## config.mk

```make
export PLATFORM = sky130hd
export DESIGN_NAME = srd_rate_divider
export DESIGN_NICKNAME = d
export VERILOG_FILES = /design/src/rtl/srd_pkg.sv /design/src/rtl/srd_rate_reg.sv /design/src/rtl/srd_prescaler.sv /design/src/rtl/srd_os_counter.sv /design/src/rtl/srd_rate_divider.sv
export SDC_FILE = /design/constraint.sdc
export NUM_CORES = 1
export LEC_CHECK = 0
export ABC_CLOCK_PERIOD_IN_PS = 6350
export BUFFER_PORTS_ARGS = -buffer_cell sky130_fd_sc_hd__buf_2
export CAP_MARGIN = 40
export CORE_ASPECT_RATIO = 1.5
export CORE_MARGIN = 10
export CORE_UTILIZATION = 40
export CTS_CLUSTER_SIZE = 40
export DETAILED_ROUTE_END_ITERATION = 8
export PLACE_DENSITY = 0.7
export SLEW_MARGIN = 10
export SYNTH_ARGS = -nofsm -noshare
export SYNTH_HDL_FRONTEND = slang
export SYNTH_HIERARCHICAL = 1
export SYNTH_SLANG_ARGS = --single-unit
```

## constraint.sdc

```tcl
create_clock -name clk_i -period 6.35 [get_ports clk_i]
set_clock_uncertainty 0.1 [all_clocks]
set_input_delay 0 -clock clk_i [delete_from_list [all_inputs] [get_ports clk_i]]
set_output_delay 0 -clock clk_i [all_outputs]
set_load 0.03 [all_outputs]
```

## src/rtl/srd_pkg.sv

```systemverilog
package srd_pkg;
  localparam int unsigned OSR_LOG2_MAX = 9;   // largest ratio 512
  localparam int unsigned MODE_W       = 2;

  typedef enum logic [MODE_W-1:0] {
    OSR_512 = 2'd0,
    OSR_256 = 2'd1,
    OSR_128 = 2'd2,
    OSR_64  = 2'd3
  } osr_mode_e;
endpackage

```

## src/rtl/srd_rate_reg.sv

```systemverilog
module srd_rate_reg #(
  parameter int unsigned REG_W = 32,
  parameter int unsigned DIV_W = 8,
  parameter logic [DIV_W-1:0] DIV_RST = 8'd5
) (
  input  logic             clk_i,
  input  logic             rst_ni,
  input  logic             we_i,
  input  logic [REG_W-1:0] wdata_i,
  output logic [DIV_W-1:0] ndiv_o,
  output logic [REG_W-1:0] rdata_o
);
  localparam int unsigned PAD_W = REG_W - DIV_W;

  logic [DIV_W-1:0] ndiv_q;

  always_ff @(posedge clk_i or negedge rst_ni) begin
    if (!rst_ni)   ndiv_q <= DIV_RST;
    else if (we_i) ndiv_q <= wdata_i[DIV_W-1:0];
  end

  assign ndiv_o  = ndiv_q;
  assign rdata_o = {{PAD_W{1'b0}}, ndiv_q};

  assert_write_takes_R2: assert property (@(posedge clk_i) disable iff (!rst_ni)
    we_i |=> ndiv_q == $past(wdata_i[DIV_W-1:0]));
endmodule

```

## src/rtl/srd_prescaler.sv

```systemverilog
module srd_prescaler #(
  parameter int unsigned DIV_W = 8
) (
  input  logic             clk_i,
  input  logic             rst_ni,
  input  logic             restart_i,
  input  logic [DIV_W-1:0] ndiv_i,
  output logic             wrap_o,
  output logic             tick_o
);
  logic [DIV_W-1:0] cnt_q;
  logic [DIV_W-1:0] eff;
  logic [DIV_W-1:0] last;

  // zero divisor runs as one so the chain never stalls
  assign eff    = (ndiv_i == '0) ? {{(DIV_W-1){1'b0}}, 1'b1} : ndiv_i;
  assign last   = eff - {{(DIV_W-1){1'b0}}, 1'b1};
  assign wrap_o = (cnt_q == last);

  always_ff @(posedge clk_i or negedge rst_ni) begin
    if (!rst_ni) begin
      cnt_q  <= '0;
      tick_o <= 1'b0;
    end else if (restart_i) begin
      cnt_q  <= '0;
      tick_o <= 1'b0;
    end else begin
      cnt_q  <= wrap_o ? '0 : cnt_q + {{(DIV_W-1){1'b0}}, 1'b1};
      tick_o <= wrap_o;
    end
  end

  assert_zero_div_R4: assert property (@(posedge clk_i) disable iff (!rst_ni)
    (ndiv_i == '0 && !restart_i) |=> tick_o);

  assert_restart_quiet_R8: assert property (@(posedge clk_i) disable iff (!rst_ni)
    restart_i |=> !tick_o);
endmodule

```

## src/rtl/srd_os_counter.sv

```systemverilog
module srd_os_counter
  import srd_pkg::*;
#(
  parameter int unsigned OSR_W = OSR_LOG2_MAX
) (
  input  logic              clk_i,
  input  logic              rst_ni,
  input  logic              restart_i,
  input  logic              step_i,
  input  osr_mode_e         mode_i,
  output logic              sample_o
);
  logic [OSR_W:0]   osr_full;
  logic [OSR_W-1:0] os_last;
  logic [OSR_W-1:0] cnt_q;
  logic             at_last;

  assign osr_full = {1'b1, {OSR_W{1'b0}}} >> mode_i;
  assign os_last  = osr_full[OSR_W-1:0] - {{(OSR_W-1){1'b0}}, 1'b1};
  assign at_last  = (cnt_q == os_last);

  always_ff @(posedge clk_i or negedge rst_ni) begin
    if (!rst_ni) begin
      cnt_q    <= '0;
      sample_o <= 1'b0;
    end else if (restart_i) begin
      cnt_q    <= '0;
      sample_o <= 1'b0;
    end else begin
      sample_o <= step_i && at_last;
      if (step_i) cnt_q <= at_last ? '0 : cnt_q + {{(OSR_W-1){1'b0}}, 1'b1};
    end
  end

  assert_single_pulse_R7: assert property (@(posedge clk_i) disable iff (!rst_ni)
    sample_o |=> !sample_o);
endmodule

```

## src/rtl/srd_rate_divider.sv

```systemverilog
module srd_rate_divider
  import srd_pkg::*;
#(
  parameter int unsigned REG_W = 32,
  parameter int unsigned DIV_W = 8,
  parameter logic [DIV_W-1:0] DIV_RST = 8'd5
) (
  input  logic             clk_i,
  input  logic             rst_ni,
  input  logic             div_we_i,
  input  logic [REG_W-1:0] div_wdata_i,
  output logic [REG_W-1:0] div_rdata_o,
  input  logic [1:0]       mode_i,
  output logic             mclk_o,
  output logic             sample_o
);
  logic [DIV_W-1:0] ndiv;
  logic             pre_wrap;
  logic             restart;
  osr_mode_e        mode_q;
  osr_mode_e        mode_in;

  assign mode_in = osr_mode_e'(mode_i);
  assign restart = div_we_i || (mode_in != mode_q);

  always_ff @(posedge clk_i or negedge rst_ni) begin
    if (!rst_ni) mode_q <= OSR_512;
    else         mode_q <= mode_in;
  end

  srd_rate_reg #(.REG_W(REG_W), .DIV_W(DIV_W), .DIV_RST(DIV_RST)) i_reg (
    .clk_i   (clk_i),
    .rst_ni  (rst_ni),
    .we_i    (div_we_i),
    .wdata_i (div_wdata_i),
    .ndiv_o  (ndiv),
    .rdata_o (div_rdata_o)
  );

  srd_prescaler #(.DIV_W(DIV_W)) i_pre (
    .clk_i     (clk_i),
    .rst_ni    (rst_ni),
    .restart_i (restart),
    .ndiv_i    (ndiv),
    .wrap_o    (pre_wrap),
    .tick_o    (mclk_o)
  );

  srd_os_counter #(.OSR_W(OSR_LOG2_MAX)) i_os (
    .clk_i     (clk_i),
    .rst_ni    (rst_ni),
    .restart_i (restart),
    .step_i    (pre_wrap),
    .mode_i    (mode_in),
    .sample_o  (sample_o)
  );

  assert_sample_on_mclk_R7: assert property (@(posedge clk_i) disable iff (!rst_ni)
    sample_o |-> mclk_o);
endmodule

```

==> results of run 1 <==
## cell families after synthesis
logic type	after synthesis	share of synthesized area
compound gates	22	0.105
xor+xnor	26	0.120
fa+ha+maj	4	0.0252
buf+inv	43	0.157
flops	29	0.385
mux	9	0.0688
other cells	1	0.00198
simple gates	44	0.137
## per-layer routing
layer | track usage | vias up | part of all wire
met3 | 0.0320 | 6 | 0.052
met5 | 0 | - | 0
met2 | 0.171 | 25 | 0.58
li1 | - | 610 | -
met4 | 0.0440 | 0 | 0.015
met1 | 0.0860 | 611 | 0.35
## repair_timing
action,in CTS,in global routing
hold buffers,11,0
endpoints found under the setup margin,0,0
endpoints found under the hold margin,37,0
## synth_stat cells (all sizes together), types with 2 or more instances
library cell and count:
a31o 2, xnor2 17, nand3 6, and3 2
ha 3, a21oi 3, dfstp 2, nor3 5
nand2 6, nor4 2, buf 35, o2111ai 2
inv 5, xor2 9, nor2 12, mux2 8
a211oi 8, dfrtp 27, a31oi 2, nor3b 4
clkbuf 3
## power by group
group	switching (mW)	internal, mW	leakage [nW]
clock network	0.0662	0.0756	0.0450
logic	0.0583	0.0335	0.496
registers	0.0108	0.192	0.380
## layout make-up
type                       instances  area (um^2)  area share
sequential                        29          728       0.350
tap                               64         80.1      0.0385
timing repair buffer              33          220       0.106
clock inverter                     2         10.0     0.00481
multi-input combinational        129          952       0.457
clock buffer                       6         72.6      0.0349
inverter                           5         18.8     0.00901
## worst reg2reg max path, delay by kind of cell (launching register included)
| family | cells | cell delay (ns) |
|---|---|---|
| flip-flops | 1 | 0.48 |
| AO/OA/AOI/OAI | 3 | 0.69 |
| adder cells (fa/ha/maj) | 1 | 0.26 |
| AND/OR/NAND/NOR | 6 | 1.67 |
| XOR/XNOR | 2 | 0.29 |
## sequential cells by signal (all words and copies together), names as in the netlist
register       flops
i_os/cnt_q         9
i_pre/tick_o       1
i_reg/ndiv_o       8
i_pre/cnt_q        8
i_os/sample_o      1
mode_q             2
## metrics by stage
stage | setup slack (ns) | hold WS (ns) | area (um^2) | utilization | cells
after floorplan | 2.99 | -0.396 | 1980 | - | 201
after global placement | 2.70 | -0.0384 | 1890 | 0.416 | 249
after detailed placement | 2.70 | -0.0405 | 1890 | 0.416 | 249
after CTS | 2.69 | 0.0699 | 2080 | 0.458 | 268
after global routing | 2.47 | 0.0844 | 2080 | 0.458 | 268
final | 2.73 | 0.0733 | 2080 | 0.458 | 268
## worst min path at each step
stage	startpoint	to	slack [ns]	depth (start not counted)
after floorplan	rst_ni	i_os/cnt_q[0]	-0.40	0
after global placement	rst_ni	i_os/cnt_q[4]	-0.04	1
after detailed placement	rst_ni	i_os/cnt_q[4]	-0.04	1
after CTS	div_we_i	i_reg/ndiv_o[3]	0.07	2
after global routing	div_we_i	i_reg/ndiv_o[4]	0.08	2
final	div_we_i	i_reg/ndiv_o[3]	0.07	2
==> metrics.yaml, run 1 <==
crit_start: "i_reg/ndiv_o[3]"
cts_sinks: 29
crit-reg2reg-launch: "i_reg/ndiv_o[3]"
rsz0062_at_grt: "no"
worst-path-buf-inv: 0
grt_max_degree: 30
firstDrtPassIters: 3
ys_warn_count: 6
post-route-min-period_ns: 3.62
antenna_found_initial: 0
grt_usage: 0.0919
final_cell_mix: "27 x dfrtp_1, 24 x conb_1, 22 x buf_2"
ys_top_cells_by_area: "dfrtp_1 36%, buf_4 13%, xnor2_1 7.9%"
crit_family: "simple AND/OR/NAND/NOR gates"
synth-main-ff-cell: "dfrtp_1"
max-cap-violations: 0
nFillCells: 446
leakage_nw: 0.921
reg2regPathDepth: 12
timing.rr.end: "i_os/cnt_q[7]"
routabilityCongestion: 0.770
crit_required_ns: 6.40
peakVddDrop_v: 0.000140
first_global_vias: 1298
path_clk_slew_ns: 0.06
drc_errors: 0
io_buffer_count: 22
yosys.area.top_type: "dfrtp_1"
clock_latency_ns: 0.28
cts_setup_buffers: 0
diodes: 0
synth_cells: 178
worst_path_largest_cell_delay_ns: 0.48
cts-root-buf: "clkbuf_8"
crit_fanout: 10
path_common_cell: "xnor2_1"
syn_area_per_cell_um2: 10.6
tightest_slew_ns: 0.642
dr_total_vias: 1252
crit_arrival_ns: 3.67
ioPinCount: 71
cts_resized: 0
relSlewSlack: 0.572
nNetsFinal: 243
postSynth.asyncResetShare: 1.00
vias_per_cell: 4.67
hpwl_um: 2710
drive_gt1_frac: 0.245
endpoint: "i_os/cnt_q[7]"
initial_utilization: 0.416
dieHeight_um: 104
detail-route-antenna-nets: 0
wire_per_inst_um: 13.4
r2r_slack_ns: 2.73
timing.fmax_ghz: 0.276
worst_setup_path_start_kind: "flop"
crit_cells: 12
setup-tns-final_ns: 0
rows: 30
crit_slowest_cell: "dfrtp_1"
status: "finished clean"
hold_viol: 0
yosysSeqAreaShare: 0.385
drv_slew: 0
htreeDepth: 2
ys_ff_latch: 29
drt_iter0_markers: 26
cts_buffers: 5
synth-edff-count: 0
critical_path_class: "reg2reg"
yosysUniqueCellTypes: 42
wl_um: 3590
hold_path_class: "in2reg"
grt_pass1_wl_um: 6120
cts_tree: "built"
crit_chain: "nor4_4, a31oi_2, ha_1, nor3b_2, xnor2_1, a2111oi_2, and4_1, and2_2, o2111ai_1, nor3_1, xnor2_1, nor2_1"
design.die.area_um2: 7930
setup_viol: 0
synth_top_area_share: 0.357
total_power_mw: 0.437
power_density_nw_per_um2: 210
cts_buffer_depth: 2
period_share: 0.571
end_kind: "flop"
core_um2: 4540
area_delta_synth_final_pct: 10.1
layout_commonest_cell: "dfrtp_1"
syn_area_um2: 1890
overflow: 0
die_x_um: 76.1
No activity file was read; power rests on OpenSTA's default activity.
==> run 2, diff against run 1 <==
Settings changed: ABC_CLOCK_PERIOD_IN_PS 6350 to 3700.
Clock period 6.35 ns to 3.7 ns, I/O delays scaled along.
==> metrics.yaml, run 2 (synthesized netlist as in run 1, its figures left out) <==
wire_per_inst_um: 13.8
end_kind: "flop"
dpl_worst_slack_ns: 0.299
dr_total_vias: 1243
initial_utilization: 0.416
dieHeight_um: 104
crit_required_ns: 3.74
ioPinCount: 71
hold_path_class: "in2reg"
nNetsFinal: 245
crit_fanout: 10
clock_latency_ns: 0.27
crit_slowest_cell: "dfstp_2"
layout_commonest_cell: "dfrtp_1"
rows: 30
antenna_found_initial: 0
leakage_nw: 0.930
nFillCells: 437
grt_max_degree: 30
status: "finished clean"
rsz0062_at_grt: "no"
htreeDepth: 2
path_clk_slew_ns: 0.06
detail-route-antenna-nets: 0
finish.utilization: 0.463
hold_viol: 0
setup_viol: 0
cts_sinks: 29
crit_chain: "nor4_4, a31oi_2, ha_1, nor3b_2, xnor2_1, a2111oi_2, and4_1, and2_2, o2111ai_1, nor3_1, xnor2_1, nor2_1"
drc_errors: 0
largest_register: "i_os/cnt_q"
grt_usage: 0.0942
vias_per_cell: 4.62
cts_buffers: 5
path_common_cell: "xnor2_1"
cts.hold.buffers_added: 11
cts-root-buf: "clkbuf_8"
crit_cells: 12
worst-path-buf-inv: 0
cts_buffer_depth: 2
timing.fmax_ghz: 0.293
critical_path_class: "reg2reg"
reg2regPathDepth: 12
finalWorstSetupSlack_ns: 0.291
relSlewSlack: 0.565
max-cap-violations: 0
largest_register_ffs: 9
power_density_nw_per_um2: 363
cts_resized: 0
io_buffer_count: 22
crit_family: "simple AND/OR/NAND/NOR gates"
wl_um: 3710
drt_iter0_markers: 27
hold-worst-slack_ns: 0.0815
period_share: 0.921
worst_path_largest_cell_delay_ns: 0.42
drive_gt1_frac: 0.249
routabilityCongestion: 0.786
min_path_cells: 2
worst_setup_path_start_kind: "flop"
peakVddDrop_v: 0.000198
design.die.area_um2: 7930
core_um2: 4540
grt_pass1_wl_um: 6330
final_cell_mix: "27 x dfrtp_1, 24 x conb_1, 22 x buf_2"
post-route-min-period_ns: 3.41
first_global_vias: 1358
cts_setup_buffers: 0
routed-wl-met2_um: 2160
crit_arrival_ns: 3.45
routed.top_layer: "met4"
drv_slew: 0
cts_tree: "built"
hpwl_um: 2820
setup-tns-final_ns: 0
multi_input_area_um2: 952
firstDrtPassIters: 4
diodes: 0
area_delta_synth_final_pct: 11.1
overflow: 0
wl_met1_um: 1310
met3_length_um: 203
tightest_slew_ns: 0.652
die_x_um: 76.1
register_area_um2: 728
==> run 2: changes by cell type in the layout (fill, tap and decap cells not counted), sizes merged <==
cell and delta:
buf +2, clkinv -2, clkbuf +1
==> run 2: final cells by class <==
type,count,share of cell area
flip-flops and latches,29,0.347
inverters,5,0.00893
repair buffers,35,0.112
well taps,64,0.0381
clock buffers,7,0.0411
multi-input cells,129,0.453
==> run 2: stage by stage <==
step / power [mW] / instance area (um^2) / std cells
floorplan: 0.501 / 1980 / 201
global placement: 0.503 / 1900 / 251
detailed placement: 0.506 / 1900 / 251
CTS: 0.775 / 2100 / 269
global route: 0.800 / 2100 / 269
finish: 0.763 / 2100 / 269
==> run 2: per-layer routing <==
layer,GRT usage,vias to the layer above
li1,-,611
met3,0.0337,4
met1,0.0890,603
met4,0.0320,0
met5,0,-
met2,0.180,25
==> run 2: final timing paths <==
path	startpoint	endpoint	slack [ns]
setup / recovery	i_reg/ndiv_o[2]	i_os/cnt_q[7]	0.29
hold / removal	div_we_i	i_reg/ndiv_o[5]	0.08
setup reg to reg	i_reg/ndiv_o[2]	i_os/cnt_q[7]	0.29
hold reg to reg	i_pre/cnt_q[0]	i_pre/cnt_q[0]	0.44
max in group asynchronous	rst_ni	i_reg/ndiv_o[7]	2.89
min in group asynchronous	rst_ni	i_os/sample_o	0.19
==> run 2: power by group <==
| group | internal (mW) | switching (mW) |
|---|---|---|
| logic | 0.0593 | 0.103 |
| registers | 0.330 | 0.0166 |
| clock network | 0.147 | 0.107 |
==> run 3, diff against run 2 <==
--- a/config.mk
+++ b/config.mk
@@ -7,3 +7,3 @@
 export LEC_CHECK = 0
-export ABC_CLOCK_PERIOD_IN_PS = 3700
+export ABC_CLOCK_PERIOD_IN_PS = 4100
 export BUFFER_PORTS_ARGS = -buffer_cell sky130_fd_sc_hd__buf_2
==> constraint.sdc (replaced) <==
create_clock -name clk_i -period 4.1 [get_ports clk_i]
set_clock_uncertainty 0.1 [all_clocks]
set_input_delay 1.23 -clock clk_i [delete_from_list [all_inputs] [get_ports clk_i]]
set_output_delay 1.23 -clock clk_i [all_outputs]
set_load 0.03 [all_outputs]
==> metrics.yaml, run 3 (synthesized netlist as in run 1, its figures left out) <==
status: "finished clean"
crit_chain: "nor4_4, a31oi_2, ha_1, nor3b_2, xnor2_1, a2111oi_2, and4_1, and2_2, o2111ai_1, nor3_1, xnor2_1, nor2_1"
rows: 30
r2r_slack_ns: 0.66
power_frac_seq: 0.444
routabilityCongestion: 0.795
nFillCells: 441
htreeDepth: 2
crit_arrival_ns: 3.49
power_density_nw_per_um2: 353
nNetsFinal: 234
hpwl_um: 2740
setup-tns-final_ns: 0
grt_max_degree: 30
wl_um: 3530
cts-root-buf: "clkbuf_8"
critical_path_class: "reg2reg"
timing.fmax_ghz: 0.291
cts_resized: 0
area_delta_synth_final_pct: 6.09
tightest_slew_ns: 0.646
cts_setup_buffers: 0
max-cap-violations: 0
io_buffer_count: 22
cts_tree: "built"
clkPwrFrac: 0.366
combPwrFrac: 0.190
path_clk_slew_ns: 0.07
diodes: 0
drt_iter0_markers: 22
dpl_worst_slack_ns: 0.650
end_kind: "flop"
cts_buffer_depth: 2
dieHeight_um: 104
layout_commonest_cell: "dfrtp_1"
cts.hold.buffers_added: 0
register_area_um2: 728
dp.cells: 251
path_common_cell: "xnor2_1"
hold_viol: 0
design.die.area_um2: 7930
largest_register_ffs: 9
post-route-min-period_ns: 3.44
initial_utilization: 0.416
setup_viol: 0
overflow: 0
switching_share: 0.300
worst_path_largest_cell_delay_ns: 0.48
fin_cells: 259
leakage_nw: 0.894
relSlewSlack: 0.570
finalWorstSetupSlack_ns: 0.665
antenna_found_initial: 0
dr_total_vias: 1219
p_sw_mw: 0.213
first_global_vias: 1278
crit_required_ns: 4.15
total_power_mw: 0.708
largest_register: "i_os/cnt_q"
grt_pass1_wl_um: 5930
p_int_mw: 0.495
vias_per_cell: 4.71
peakVddDrop_v: 0.000216
wire_per_inst_um: 13.6
rsz0062_at_grt: "no"
cts_sinks: 29
crit_fanout: 10
hold_path_class: "reg2reg"
period_share: 0.838
drive_gt1_frac: 0.272
multi_input_area_um2: 952
worst_setup_path_start_kind: "flop"
detail-route-antenna-nets: 0
crit_slowest_cell: "dfrtp_1"
drc_errors: 0
core_um2: 4540
clock_latency_ns: 0.29
die_x_um: 76.1
cts_buffers: 5
ioPinCount: 71
grt_usage: 0.0902
firstDrtPassIters: 4
final_cell_mix: "27 x dfrtp_1, 24 x conb_1, 22 x buf_2"
drv_slew: 0
## run 3: cell count changes in the layout (fill, tap and decap cells not counted)
cell | before | now
dlygate4sd3_1 | 11 | 0
clkinv_2 | 0 | 1
clkbuf_1 | 1 | 0
clkbuf_8 | 6 | 7
## run 3: cell type report
cell class                      instances  share of cell area
Timing Repair Buffer                   24              0.0624
Clock inverter                          1             0.00250
Clock buffer                            7              0.0480
Multi-Input combinational cell        129               0.475
Sequential cell                        29               0.363
Inverter                                5             0.00936
Tap cell                               64              0.0399
## run 3: final timing paths
kind	start	end	cells past startpoint
min in group asynchronous	rst_ni	i_os/cnt_q[3]	1
worst min-delay path	i_pre/cnt_q[0]	i_pre/cnt_q[0]	1
max in group asynchronous	rst_ni	i_os/cnt_q[8]	1
worst min register to register	i_pre/cnt_q[0]	i_pre/cnt_q[0]	1
worst max-delay path	i_reg/ndiv_o[3]	i_os/cnt_q[7]	12
worst max register to register	i_reg/ndiv_o[3]	i_os/cnt_q[7]	12
## run 3: power groups by stage
stage	registers (mW)	clock network [mW]	logic (mW)
floorplan	0.316	0	0.137
global placement	0.320	0	0.134
detailed placement	0.320	0	0.135
CTS	0.315	0.268	0.135
global route	0.317	0.277	0.146
finish	0.314	0.259	0.134
## run 3: critical path, delay by kind of cell, from the launching register on
family	cells	cell delay, ns
AOI/OAI and AO/OA	3	0.70
and+or+nand+nor	6	1.47
xor gates and xnor gates	2	0.30
DFF	1	0.48
adders and majority gates	1	0.26
## run 3: stage by stage
stage	area, um^2	hold WS (ns)	util
after detailed placement	1900	0.433	0.419
after global routing	2010	0.465	0.442
after global placement	1900	0.422	0.419
after CTS	2010	0.444	0.442
final	2010	0.439	0.442
after floorplan	1980	0.374	-
## run 3: per-layer routing
metal | global-route usage | vias up | routed length, um
li1 | - | 590 | -
met1 | 0.0810 | 596 | 1220
met2 | 0.171 | 28 | 2050
met3 | 0.0346 | 5 | 207
met4 | 0.0400 | 0 | 55
met5 | 0 | - | 0
